==> config.mk <==
export PLATFORM = sky130hd
export DESIGN_NAME = intack_seq
export DESIGN_NICKNAME = d
export VERILOG_FILES = /design/src/rtl/intack_pkg.sv /design/src/rtl/intack_fsm.sv /design/src/rtl/intack_vec.sv /design/src/rtl/intack_seq.sv
export SDC_FILE = /design/constraint.sdc
export NUM_CORES = 1
export LEC_CHECK = 0
export ABC_CLOCK_PERIOD_IN_PS = 1300
export BUFFER_PORTS_ARGS = -buffer_cell sky130_fd_sc_hd__buf_2
export CAP_MARGIN = 10
export CORE_ASPECT_RATIO = 0.9
export CORE_MARGIN = 1
export CORE_UTILIZATION = 36
export DETAILED_ROUTE_END_ITERATION = 10
export PLACE_DENSITY = 0.75
export SYNTH_ARGS = -nofsm -noshare
export SYNTH_HDL_FRONTEND = slang
export SYNTH_SLANG_ARGS = --single-unit
==> constraint.sdc <==
create_clock -name clk -period 1.3 [get_ports clk]
set_input_delay 0.065 -clock clk [delete_from_list [all_inputs] [get_ports clk]]
set_output_delay 0.065 -clock clk [all_outputs]
set_load 0.01 [all_outputs]
==> src/rtl/intack_pkg.sv <==
package intack_pkg;

    typedef enum logic [2:0] {
        ST_IDLE,
        ST_DRAIN,
        ST_ADS_A,
        ST_WAIT_A,
        ST_GAP,
        ST_ADS_B,
        ST_WAIT_B,
        ST_HAND
    } ack_state_e;

    localparam int unsigned LANES = 8;
    localparam logic [LANES-1:0] BE_DUMMY_N  = 8'hEF;
    localparam logic [LANES-1:0] BE_VECTOR_N = 8'hFE;
    localparam logic [LANES-1:0] BE_NONE_N   = 8'hFF;

    typedef struct packed {
        logic             ads_n;
        logic             lock_n;
        logic             own;
        logic [LANES-1:0] ben_n;
    } bus_drive_t;

    function automatic bus_drive_t drive_for(ack_state_e s);
        bus_drive_t d;
        d.ads_n  = 1'b1;
        d.lock_n = 1'b1;
        d.own    = 1'b0;
        d.ben_n  = BE_NONE_N;
        unique case (s)
            ST_ADS_A:  begin d.ads_n = 1'b0; d.lock_n = 1'b0; d.own = 1'b1; d.ben_n = BE_DUMMY_N;  end
            ST_WAIT_A: begin                 d.lock_n = 1'b0; d.own = 1'b1; d.ben_n = BE_DUMMY_N;  end
            ST_GAP:    begin                 d.lock_n = 1'b0; d.own = 1'b1;                        end
            ST_ADS_B:  begin d.ads_n = 1'b0; d.lock_n = 1'b0; d.own = 1'b1; d.ben_n = BE_VECTOR_N; end
            ST_WAIT_B: begin                 d.lock_n = 1'b0; d.own = 1'b1; d.ben_n = BE_VECTOR_N; end
            default:   begin end
        endcase
        return d;
    endfunction

endpackage

==> src/rtl/intack_fsm.sv <==
module intack_fsm
    import intack_pkg::*;
#(
    parameter int unsigned GAP_CLKS = 1
) (
    input  logic       clk,
    input  logic       rst,
    input  logic       intr_req,
    input  logic       retire_stb,
    input  logic       bus_busy,
    input  logic       brdy_n,
    input  logic       hand_done,
    output ack_state_e st,
    output logic       capture
);

    localparam int unsigned GW = (GAP_CLKS < 2) ? 1 : $clog2(GAP_CLKS);
    localparam logic [GW-1:0] GAP_LOAD = GW'(GAP_CLKS - 1);

    ack_state_e      st_nx;
    logic [GW-1:0]   gap_cnt;
    logic            accept;

    assign accept  = intr_req && retire_stb;
    assign capture = (st == ST_WAIT_B) && !brdy_n;

    always_comb begin
        st_nx = st;
        unique case (st)
            ST_IDLE:   if (accept) st_nx = bus_busy ? ST_DRAIN : ST_ADS_A;
            ST_DRAIN:  if (!bus_busy) st_nx = ST_ADS_A;
            ST_ADS_A:  st_nx = ST_WAIT_A;
            ST_WAIT_A: if (!brdy_n) st_nx = ST_GAP;
            ST_GAP:    if (gap_cnt == '0) st_nx = ST_ADS_B;
            ST_ADS_B:  st_nx = ST_WAIT_B;
            ST_WAIT_B: if (!brdy_n) st_nx = ST_HAND;
            ST_HAND:   if (hand_done) st_nx = ST_IDLE;
            default:   st_nx = ST_IDLE;
        endcase
    end

    always_ff @(posedge clk) begin
        if (rst) begin
            st      <= ST_IDLE;
            gap_cnt <= '0;
        end else begin
            st <= st_nx;
            if (st == ST_WAIT_A)
                gap_cnt <= GAP_LOAD;
            else if (st == ST_GAP && gap_cnt != '0)
                gap_cnt <= gap_cnt - 1'b1;
        end
    end

    p_retire_gate_r2: assert property (@(posedge clk) disable iff (rst)
        (st == ST_IDLE && !retire_stb) |=> (st == ST_IDLE))
        else $error("R2: left idle without retirement strobe");

    p_drain_hold_r3: assert property (@(posedge clk) disable iff (rst)
        (st == ST_DRAIN && bus_busy) |=> (st == ST_DRAIN))
        else $error("R3: drain left while bus busy");

    p_wait_ready_r5: assert property (@(posedge clk) disable iff (rst)
        ((st == ST_WAIT_A || st == ST_WAIT_B) && brdy_n) |=> $stable(st))
        else $error("R5: cycle ended without ready");

    p_gap_entry_r6: assert property (@(posedge clk) disable iff (rst)
        (st == ST_WAIT_A && !brdy_n) |=> (st == ST_GAP))
        else $error("R6: first ready did not open the gap");

    p_hand_hold_r10: assert property (@(posedge clk) disable iff (rst)
        (st == ST_HAND && !hand_done) |=> (st == ST_HAND))
        else $error("R10: handshake state left early");

endmodule

==> src/rtl/intack_vec.sv <==
module intack_vec #(
    parameter int unsigned VEC_W = 8
) (
    input  logic             clk,
    input  logic             rst,
    input  logic             capture,
    input  logic [VEC_W-1:0] rd_data,
    input  logic             vec_ready,
    output logic             vec_valid,
    output logic [VEC_W-1:0] vec_data
);

    always_ff @(posedge clk) begin
        if (rst) begin
            vec_valid <= 1'b0;
            vec_data  <= '0;
        end else if (capture) begin
            vec_valid <= 1'b1;
            vec_data  <= rd_data;
        end else if (vec_valid && vec_ready) begin
            vec_valid <= 1'b0;
        end
    end

    p_vec_hold_r10: assert property (@(posedge clk) disable iff (rst)
        (vec_valid && !vec_ready) |=> (vec_valid && $stable(vec_data)))
        else $error("R10: vector dropped before acceptance");

    p_vec_take_r8: assert property (@(posedge clk) disable iff (rst)
        capture |=> (vec_valid && vec_data == $past(rd_data)))
        else $error("R8: vector not taken from second read");

endmodule

==> src/rtl/intack_seq.sv <==
module intack_seq
    import intack_pkg::*;
#(
    parameter int unsigned ADDR_W   = 29,
    parameter int unsigned VEC_W    = 8,
    parameter int unsigned GAP_CLKS = 1
) (
    input  logic              clk,
    input  logic              rst,
    input  logic              intr_req,
    input  logic              retire_stb,
    input  logic              bus_busy,
    input  logic              brdy_n,
    input  logic [VEC_W-1:0]  rd_data,
    output logic              ads_n,
    output logic              lock_n,
    output logic              bus_own,
    output logic [LANES-1:0]  ben_n,
    output logic [ADDR_W-1:0] addr,
    output logic              cyc_dc,
    output logic              cyc_mio,
    output logic              cyc_wr,
    output logic              vec_valid,
    input  logic              vec_ready,
    output logic [VEC_W-1:0]  vec_data
);

    ack_state_e st;
    logic       capture;
    bus_drive_t drv;

    intack_fsm #(.GAP_CLKS(GAP_CLKS)) u_fsm (
        .clk        (clk),
        .rst        (rst),
        .intr_req   (intr_req),
        .retire_stb (retire_stb),
        .bus_busy   (bus_busy),
        .brdy_n     (brdy_n),
        .hand_done  (vec_valid && vec_ready),
        .st         (st),
        .capture    (capture)
    );

    intack_vec #(.VEC_W(VEC_W)) u_vec (
        .clk       (clk),
        .rst       (rst),
        .capture   (capture),
        .rd_data   (rd_data),
        .vec_ready (vec_ready),
        .vec_valid (vec_valid),
        .vec_data  (vec_data)
    );

    assign drv     = drive_for(st);
    assign ads_n   = drv.ads_n;
    assign lock_n  = drv.lock_n;
    assign bus_own = drv.own;
    assign ben_n   = drv.ben_n;
    assign addr    = '0;
    assign cyc_dc  = 1'b0;
    assign cyc_mio = 1'b0;
    assign cyc_wr  = 1'b0;

    p_reset_idle_r1: assert property (@(posedge clk)
        rst |=> (ads_n && lock_n && !bus_own && !vec_valid))
        else $error("R1: reset state wrong");

    p_ads_locked_r4: assert property (@(posedge clk) disable iff (rst)
        !ads_n |-> (!lock_n && bus_own && ben_n != BE_NONE_N))
        else $error("R4: strobe without lock and enables");

    p_lock_release_r9: assert property (@(posedge clk) disable iff (rst)
        $rose(vec_valid) |-> (lock_n && !bus_own))
        else $error("R9: lock still held with vector");

    p_ads_pulse_r11: assert property (@(posedge clk) disable iff (rst)
        !ads_n |=> ads_n)
        else $error("R11: strobe longer than one clock");

    p_no_ads_busy_r3: assert property (@(posedge clk) disable iff (rst)
        (bus_busy && !bus_own) |=> ads_n)
        else $error("R3: strobe while other cycle outstanding");

endmodule

==> results of run 1 <==
## worst paths after layout
| kind | startpoint | to | slack, ns | cells past startpoint |
|---|---|---|---|---|
| setup / recovery | u_fsm.st[2]$_SDFFE_PP0P_ | u_fsm.st[0]$_SDFFE_PP0P_ | 0.02 | 4 |
| hold / removal | rd_data[5] | u_vec.vec_data[5]$_SDFFE_PP0P_ | 0.02 | 3 |
| hold reg to reg | u_vec.vec_data[2]$_SDFFE_PP0P_ | u_vec.vec_data[2]$_SDFFE_PP0P_ | 0.45 | 2 |
| setup reg to reg | u_fsm.st[2]$_SDFFE_PP0P_ | u_fsm.st[0]$_SDFFE_PP0P_ | 0.02 | 4 |
## registers in the layout, indices dropped and copies added, names as in the netlist
name	count
u_vec.vec_valid	1
u_vec.vec_data	8
u_fsm.st	3
u_fsm.gap_cnt	1
## synth_stat cells (2+ instances only)
cell and number:
sky130_fd_sc_hd__buf_4 40, sky130_fd_sc_hd__nand2_1 20, sky130_fd_sc_hd__dfxtp_1 13, sky130_fd_sc_hd__a21oi_1 10, sky130_fd_sc_hd__nor2_1 3, sky130_fd_sc_hd__nor2b_1 3, sky130_fd_sc_hd__nor3_1 3, sky130_fd_sc_hd__o21ai_0 3
sky130_fd_sc_hd__conb_1 2, sky130_fd_sc_hd__inv_1 2, sky130_fd_sc_hd__mux2_2 2
## per-layer routing
metal  routed length [µm]  vias to the layer above  GRT usage  part of all wire
met5                    0                        -          0                 0
met4                    0                        0     0.0366                 0
met3                  156                        0     0.0593             0.094
met2                  813                       41      0.195              0.49
met1                  687                      346      0.133              0.41
li1                     -                      382          -                 -
## report_power, final
group,internal [µW],switching [µW],total (µW)
combinational,334,311,645
sequential,449,69.8,519
clock,119,126,245
total,902,507,1410
## worst min-delay path, delay by kind of cell
family	cells	cell delay (ns)
and+or+nand+nor	1	0.04
buffers and inverters	1	0.09
AOI/OAI and AO/OA	1	0.05
## area by class of cell
| class | instances | area (µm²) | area share |
|---|---|---|---|
| Multi-Input combinational cell | 98 | 541 | 0.482 |
| Sequential cell | 13 | 272 | 0.242 |
| Timing Repair Buffer | 39 | 240 | 0.214 |
| Tap cell | 28 | 35.0 | 0.0312 |
| Clock buffer | 4 | 26.3 | 0.0234 |
| Inverter | 2 | 7.51 | 0.00670 |
## metrics by stage
stage	setup slack, ns	instances
floorplan	0.0393	155
global placement	-0.00850	178
detailed placement	-0.0643	178
CTS	-0.0149	182
global route	-0.0488	184
finish	0.0209	184
## cell families after synthesis
kind of cell | after synthesis | synth area share
buffers and inverters | 44 | 0.343
AOI/OAI and AO/OA | 17 | 0.108
muxes | 3 | 0.0346
xor gates and xnor gates | 1 | 0.00931
DFF | 13 | 0.277
other | 2 | 0.00798
and+or+nand+nor | 39 | 0.221
## what timing repair did
action / CTS / global route
endpoints found under the setup margin: 15 / 14
hold buffers: 0 / 1
gates resized for setup: 4 / 20
pin swaps: 0 / 5
setup buffers: 0 / 1
endpoints found under the hold margin: 0 / 1
gates cloned: 0 / 0
==> results, run 1 <==
- The number of endpoints with negative hold slack in the final report is 0.
- CTS built an H-tree with a depth of 1.
- The number of standard cells after synthesis is 119.
- At the worst endpoint, the arrival time is 1.44 ns.
- The number of enable-type register cells in the synthesized netlist is 0.
- Across every metal layer, demand over resource in global routing totals 0.117.
- The final routed wire length divided by cell count is 9.01 µm.
- The CTS tree is yes.
- The number of routed nets with antenna violations is 0.
- The die area is 0.00282 mm².
- Summing internal, switching and leakage power gives 1410 µW.
- The sort of element at the end of the critical path is a flip-flop.
- The placed standard-cell area is 0.00100 mm².
- The area of the mapped netlist is 941 µm².
- For this run, the register share of the synthesized area comes to 0.277.
- The flow ran to the end, and the final reports show no timing, DRC or antenna violations.
- The initial DRC count is 12.
- The worst setup path is of the flip-flop to flip-flop kind.
- The startpoint kind of the worst setup timing path is a flip-flop.
- The dominant register cell in the synthesized netlist is sky130_fd_sc_hd__dfxtp_1.
- Setup repair after global routing could not meet its margin everywhere.
- The first-pass GRT wire length is 2.53 mm.
- Across all hold checks on the routed design, the worst slack comes to 0.0201 ns.
- The clock net in this run drives a total of 13 sinks.
- The overall overflow remaining after global route is 0.
- The cell area after layout is 0.00112 mm².
- The repair_antennas step left the layout with diodes totalling 0.
- The distinct cell type count of the synthesized netlist is 29.
- The number of top-level pins is 67.
- The maximum resistive drop on vdd is 837 µV.
- The count of final max-slew check failures is 0.
- The die is 55.9 µm wide.
- For this run, the detailed router's first-pass iteration total came to 4.
- During synthesis, Yosys emitted a total of 0 warnings.
- The share of the clock period used by the worst path is 0.984.
- The maximum clock path buffer count is 2.
- The top cell type's share of synthesized area is 0.319.
- After routing, the total negative slack on setup checks comes to 0 ns.
- The share of cells above drive strength 1 is 0.385.
- The cell taking the most area after synthesis is sky130_fd_sc_hd__buf_4.
- For this design, the slowest cell found on the critical path is sky130_fd_sc_hd__dfxtp_4.
- After detailed routing, the number of remaining DRC violations is 0.
- The number of antenna violations at the first check in global routing is 0.
- The number of buffers created by CTS is 3.
- Once detailed placement completed, the half-perimeter wirelength came to 1.25 mm.
- The die is 50.5 µm tall.
- The proportion of register bits with asynchronous set or reset after synthesis is 0.
- The required arrival time at the worst endpoint is 1.46 ns.
- The maximum fanout along the worst path is 7.
- For this run, the slowest stage of the critical path takes 0.39 ns.
- The via count of the first global-routing pass is 569.
- In this run the worst hold path is classified as primary input to flip-flop.
- Max-cap violations in this run came to 0.
- After detailed routing, the total wire length is 1.66 mm.
- Power spread over the standard cell area amounts to 1260 mW/mm².
- Summed over all cells, the static leakage comes to 0.000540 µW.
- After floorplanning, the core was sized to cover 0.00247 mm².
- The final weighted congestion in routability-driven placement is 0.821.
- The count of port buffers added during placement is 28.
- At the later pin of the worst-skew pair, clock insertion delay measures 0.27 ns.
- Clock-pin slew was measured on the worst setup and hold paths at 0.08 ns.
- Yosys attributes the largest share of cell area to sky130_fd_sc_hd__buf_4 (32%), sky130_fd_sc_hd__dfxtp_1 (28%), sky130_fd_sc_hd__nand2_1 (8.0%).
- Once layout is complete, the utilization of the core stands at 0.454.
- Broken down by cell family, the worst path's largest delay share belongs to flip-flops.
- The placement row count is 17.
- From synthesis to final layout, the design area changed by 19.1%.
- In the final design database the tool counted 172 nets.
- The starting density of the core is 0.381.
- In the layout the commonest cells are sky130_fd_sc_hd__conb_1 (38), sky130_fd_sc_hd__buf_2 (28), sky130_fd_sc_hd__nand2_1 (18).
- The clock arrives with 0.00652 ns of skew.
- A synthesized cell averages 7.91 µm².
- Traced cell by cell, the critical path runs through nor2_2, o211ai_1, o211ai_2, mux2_2.
- Leaving out fill and tap cells, the most frequent cell in the layout is sky130_fd_sc_hd__conb_1.
- The count of endpoints failing setup in the final report is 0.
- The layout filler cell count is 254.
- The fmax is 782 MHz.
- The tree is rooted in a sky130_fd_sc_hd__clkbuf_4.
- The via total after detailed routing is 769.
- The critical path buffer and inverter count is 0.
- After synthesis the netlist holds a flip-flop and latch count of 13.
- Entering global routing, the biggest net connects 16 pins.
- The routed design could run at a clock period as short as 1.28 ns.
- The number of vias per cell is 4.18.
Note: power is estimated with default switching activity, not from simulation.
==> run 2, diff against run 1 <==
--- a/config.mk
+++ b/config.mk
@@ -9,10 +9,11 @@
 export BUFFER_PORTS_ARGS = -buffer_cell sky130_fd_sc_hd__buf_2
 export CAP_MARGIN = 10
 export CORE_ASPECT_RATIO = 0.9
-export CORE_MARGIN = 1
+export CORE_MARGIN = 4
 export CORE_UTILIZATION = 36
 export DETAILED_ROUTE_END_ITERATION = 10
 export PLACE_DENSITY = 0.75
+export SETUP_SLACK_MARGIN = 0.1
 export SYNTH_ARGS = -nofsm -noshare
 export SYNTH_HDL_FRONTEND = slang
 export SYNTH_SLANG_ARGS = --single-unit
==> constraint.sdc (replaced) <==
create_clock -name clk -period 1.3 [get_ports clk]
set_input_delay 0.39 -clock clk [delete_from_list [all_inputs] [get_ports clk]]
set_output_delay 0.39 -clock clk [all_outputs]
set_load 0.01 [all_outputs]
==> run 2 against run 1 <==
Compared with the run above: wire length increased by 31%; final area increased by 10%; the flow now finishes with violations (setup timing); combinational power increased by 44%; clock skew shrank 0.0037 ns; first-iteration DRC count fell by 58%; worst hold slack improved by 0.33 ns.
==> results, run 2 (same netlist as run 1, synthesis figures left out) <==
- The run finished, with violations left.
- The final reports fail on setup timing.
- The signal on the critical path passes through and2_4, buf_6, a21oi_2, inv_1, buf_6.
- The overall overflow remaining after global route is 0.
- The number of diodes is 0.
- The final-stage net count is 181.
- In this run, the number of DRC markers left after iteration 0 of detailed routing was 5.
- The worst setup slack for register-to-register paths is -0.22 ns.
- The maximum level of the CTS H-tree is 1.
- Along the worst hold path, the cell count comes to 3.
- For this design the ratio of total power to cell area is 1350 mW/mm².
- The worst register-to-register path begins at u_fsm.st[0]$_SDFFE_PP0P_.
- For the worst-skew pair, the clock arrives at the later sink with an insertion delay of 0.27 ns.
- The cell seen most often among critical-path stages is sky130_fd_sc_hd__buf_6.
- The number of top-level pins is 67.
- The startpoint kind of the worst setup timing path is a flip-flop.
- The post-placement worst setup slack is -0.119 ns.
- The vertical extent of the die is 56.5 µm.
- The number of vias per cell is 4.24.
- The number of max-capacitance violations reported is 0.
- The number of endpoints with negative hold slack in the final report is 0.
- The die is 61.9 µm wide.
- The routed layout has 818 vias.
- Static timing analysis puts the maximum clock frequency at 636 MHz.
- Clock skew on the completed layout was measured at 0.00285 ns.
- After floorplanning, the core was sized to cover 0.00247 mm².
- The maximum resistive drop on vdd is 1020 µV.
- The initial utilization of the core area, before any placement, comes to 0.381.
- The count of port buffers added during placement is 28.
- The final layout contains routed wiring with a total length of 2.17 mm.
- Dividing the detail-routed wire length by the instance count gives 11.2 µm.
- For this design the static power due to leakage is 0.000614 µW.
- The worst reg-to-reg path cell count is 7.
- The length of the first detailed-routing pass in iterations is 3.
- The endpoint of the most critical register-to-register path is u_fsm.st[0]$_SDFFE_PP0P_.
- For this run, the number of standard cells in the final layout without fillers is 193.
- The number of flip-flops in the largest register is 8.
- The root buffer cell is sky130_fd_sc_hd__clkbuf_4.
- After detailed placement, the design holds a cell count of 183.
- The final period demand of the worst path is 1.57 ns.
- The layout filler cell count is 250.
- The largest single stage delay on the critical path is 0.36 ns.
- The start point of the worst min-delay path is rd_data[1].
- For this run, the total global-route usage over all layers was measured as 0.114.
- The congestion estimate from routability-driven global placement came to 0.938.
- No sink is reached through more buffers than the 2 on the longest clock path.
- In the finished design, the share of the clock period the worst path needs comes to 1.21.
- The number of antenna violations at the first check in global routing is 0.
- Setup repair after global routing could not meet its margin everywhere.
- At the end of the flow the core is filled with cells to 0.501.
- The count of endpoints failing setup in the final report is 7.
- STA classifies the critical path endpoint as a primary output.
- For this design, the CTS-stage hold fixing added 0 buffers.
- For the worst setup path, the data arrival time is 1.18 ns.
- The type of the most critical hold path is primary input to flip-flop.
- The critical path class is flip-flop to primary output.
- Once routing completed, OpenROAD measured the worst setup slack at -0.273 ns.
- The largest registers in the layout are u_vec.vec_data x8, u_fsm.st x3.
- The placement row count is 17.
- The die area is 0.00350 mm².
- The via count of the first global-routing pass came to 688.
- The maximum number of pins on one net before global-route repair is 16.
- The sink of the worst hold path is u_vec.vec_data[1]$_SDFFE_PP0P_.
- The register ranked first by flip-flop count is u_vec.vec_data.
- The maximum fanout along the worst path is 5.
- Clock tree synthesis inserted a total of 3 buffers.
- Of the cells placed in the final design, the portion with a size suffix greater than 1 is 0.455.
- On the critical path, the stage with the largest delay is an instance of sky130_fd_sc_hd__dfxtp_4.
- The required arrival time at the worst endpoint is 0.91 ns.
- The count of final max-slew check failures came to 0.
- The post-CTS clock slew at the launch and capture registers of the worst setup and hold paths is 0.08 ns.
- The wire-length estimate of the detail-placed layout is 1.61 mm.
- The first-pass GRT wire length is 2.97 mm.
- The number of remaining DRC errors is 0.
- In this run the remaining antenna-violating nets after routing total 0.
- The signed area change from the synthesized netlist to the final layout is 31.4%.
- The library cell used most frequently in the layout, excluding fill and tap cells, is sky130_fd_sc_hd__conb_1.
- The library cells used most frequently in the layout, excluding fill and tap cells, are sky130_fd_sc_hd__conb_1 (38), sky130_fd_sc_hd__buf_2 (27), sky130_fd_sc_hd__nand2_1 (16).
- TritonCTS built the clock tree.
- The count of clock tree sinks is 13.
## run 2: cell count changes in the layout (fill, tap and decap cells not counted), moves of 2 or more
cell / change
sky130_fd_sc_hd__buf_4: +8
sky130_fd_sc_hd__buf_6: +2
sky130_fd_sc_hd__mux2_2: -2
sky130_fd_sc_hd__mux2_4: +2
sky130_fd_sc_hd__nand2_1: -2
## run 2: worst max path at each step
stage	from	end	slack [ns]	cells past startpoint
6_report	u_fsm.st[1]$_SDFFE_PP0P_	lock_n	-0.27	5
5_1_grt	u_fsm.st[1]$_SDFFE_PP0P_	lock_n	-0.34	5
4_1_cts	u_fsm.st[0]$_SDFFE_PP0P_	lock_n	-0.27	5
3_5_place_dp	u_fsm.st[0]$_SDFFE_PP0P_	u_fsm.st[0]$_SDFFE_PP0P_	-0.12	5
3_3_place_gp	u_fsm.st[0]$_SDFFE_PP0P_	u_fsm.st[0]$_SDFFE_PP0P_	-0.06	5
2_1_floorplan	u_fsm.st[0]$_SDFFE_PP0P_	u_fsm.st[0]$_SDFFE_PP0P_	0.04	5
## run 2: through the flow
| stage | total power, µW | hold slack, ns | area [µm²] | TNS [ns] |
|---|---|---|---|---|
| 2_1_floorplan | 1010 | 0.460 | 1080 | 0 |
| 3_5_place_dp | 1150 | 0.446 | 1060 | -0.329 |
| 6_report | 1670 | 0.352 | 1240 | -1.43 |
| 5_1_grt | 1780 | 0.345 | 1240 | -1.98 |
| 4_1_cts | 1500 | 0.346 | 1130 | -1.45 |
| 3_3_place_gp | 1130 | 0.442 | 1060 | -0.158 |
## run 2: repair_timing
item,4_1_cts,5_1_grt
resized for setup,10,22
endpoints found under the hold margin,0,0
setup endpoints to repair,16,16
gates cloned,0,0
setup buffers,3,3
pin swaps,2,7
## run 2: per-layer routing
layer  share of wire  wire, µm  up-vias  global-route usage
li1                -         -      401                   -
met3            0.10       221        8              0.0483
met4           0.023        50        0              0.0394
met5               0         0        -                   0
met2            0.51      1110       45               0.197
met1            0.36       789      364               0.120
## run 2: critical path, delay by kind of cell (launching register included)
family          cells  cell delay, ns
flops               1            0.36
compound gates      1            0.11
buf+inv             3            0.28
simple gates        1            0.16
## run 2: area by class of cell
cell class | count | area, µm² | area share
Sequential cell | 13 | 272 | 0.220
Inverter | 2 | 7.51 | 0.00607
Timing Repair Buffer | 48 | 328 | 0.265
Tap cell | 28 | 35.0 | 0.0283
Clock buffer | 4 | 26.3 | 0.0213
Multi-Input combinational cell | 98 | 568 | 0.460
## run 2: power breakdown
group	total [µW]	leakage (µW)	switching (µW)	internal [µW]
sequential	499	0.000107	50.7	449
combinational	931	0.000492	427	504
clock	241	0.0000150	122	119
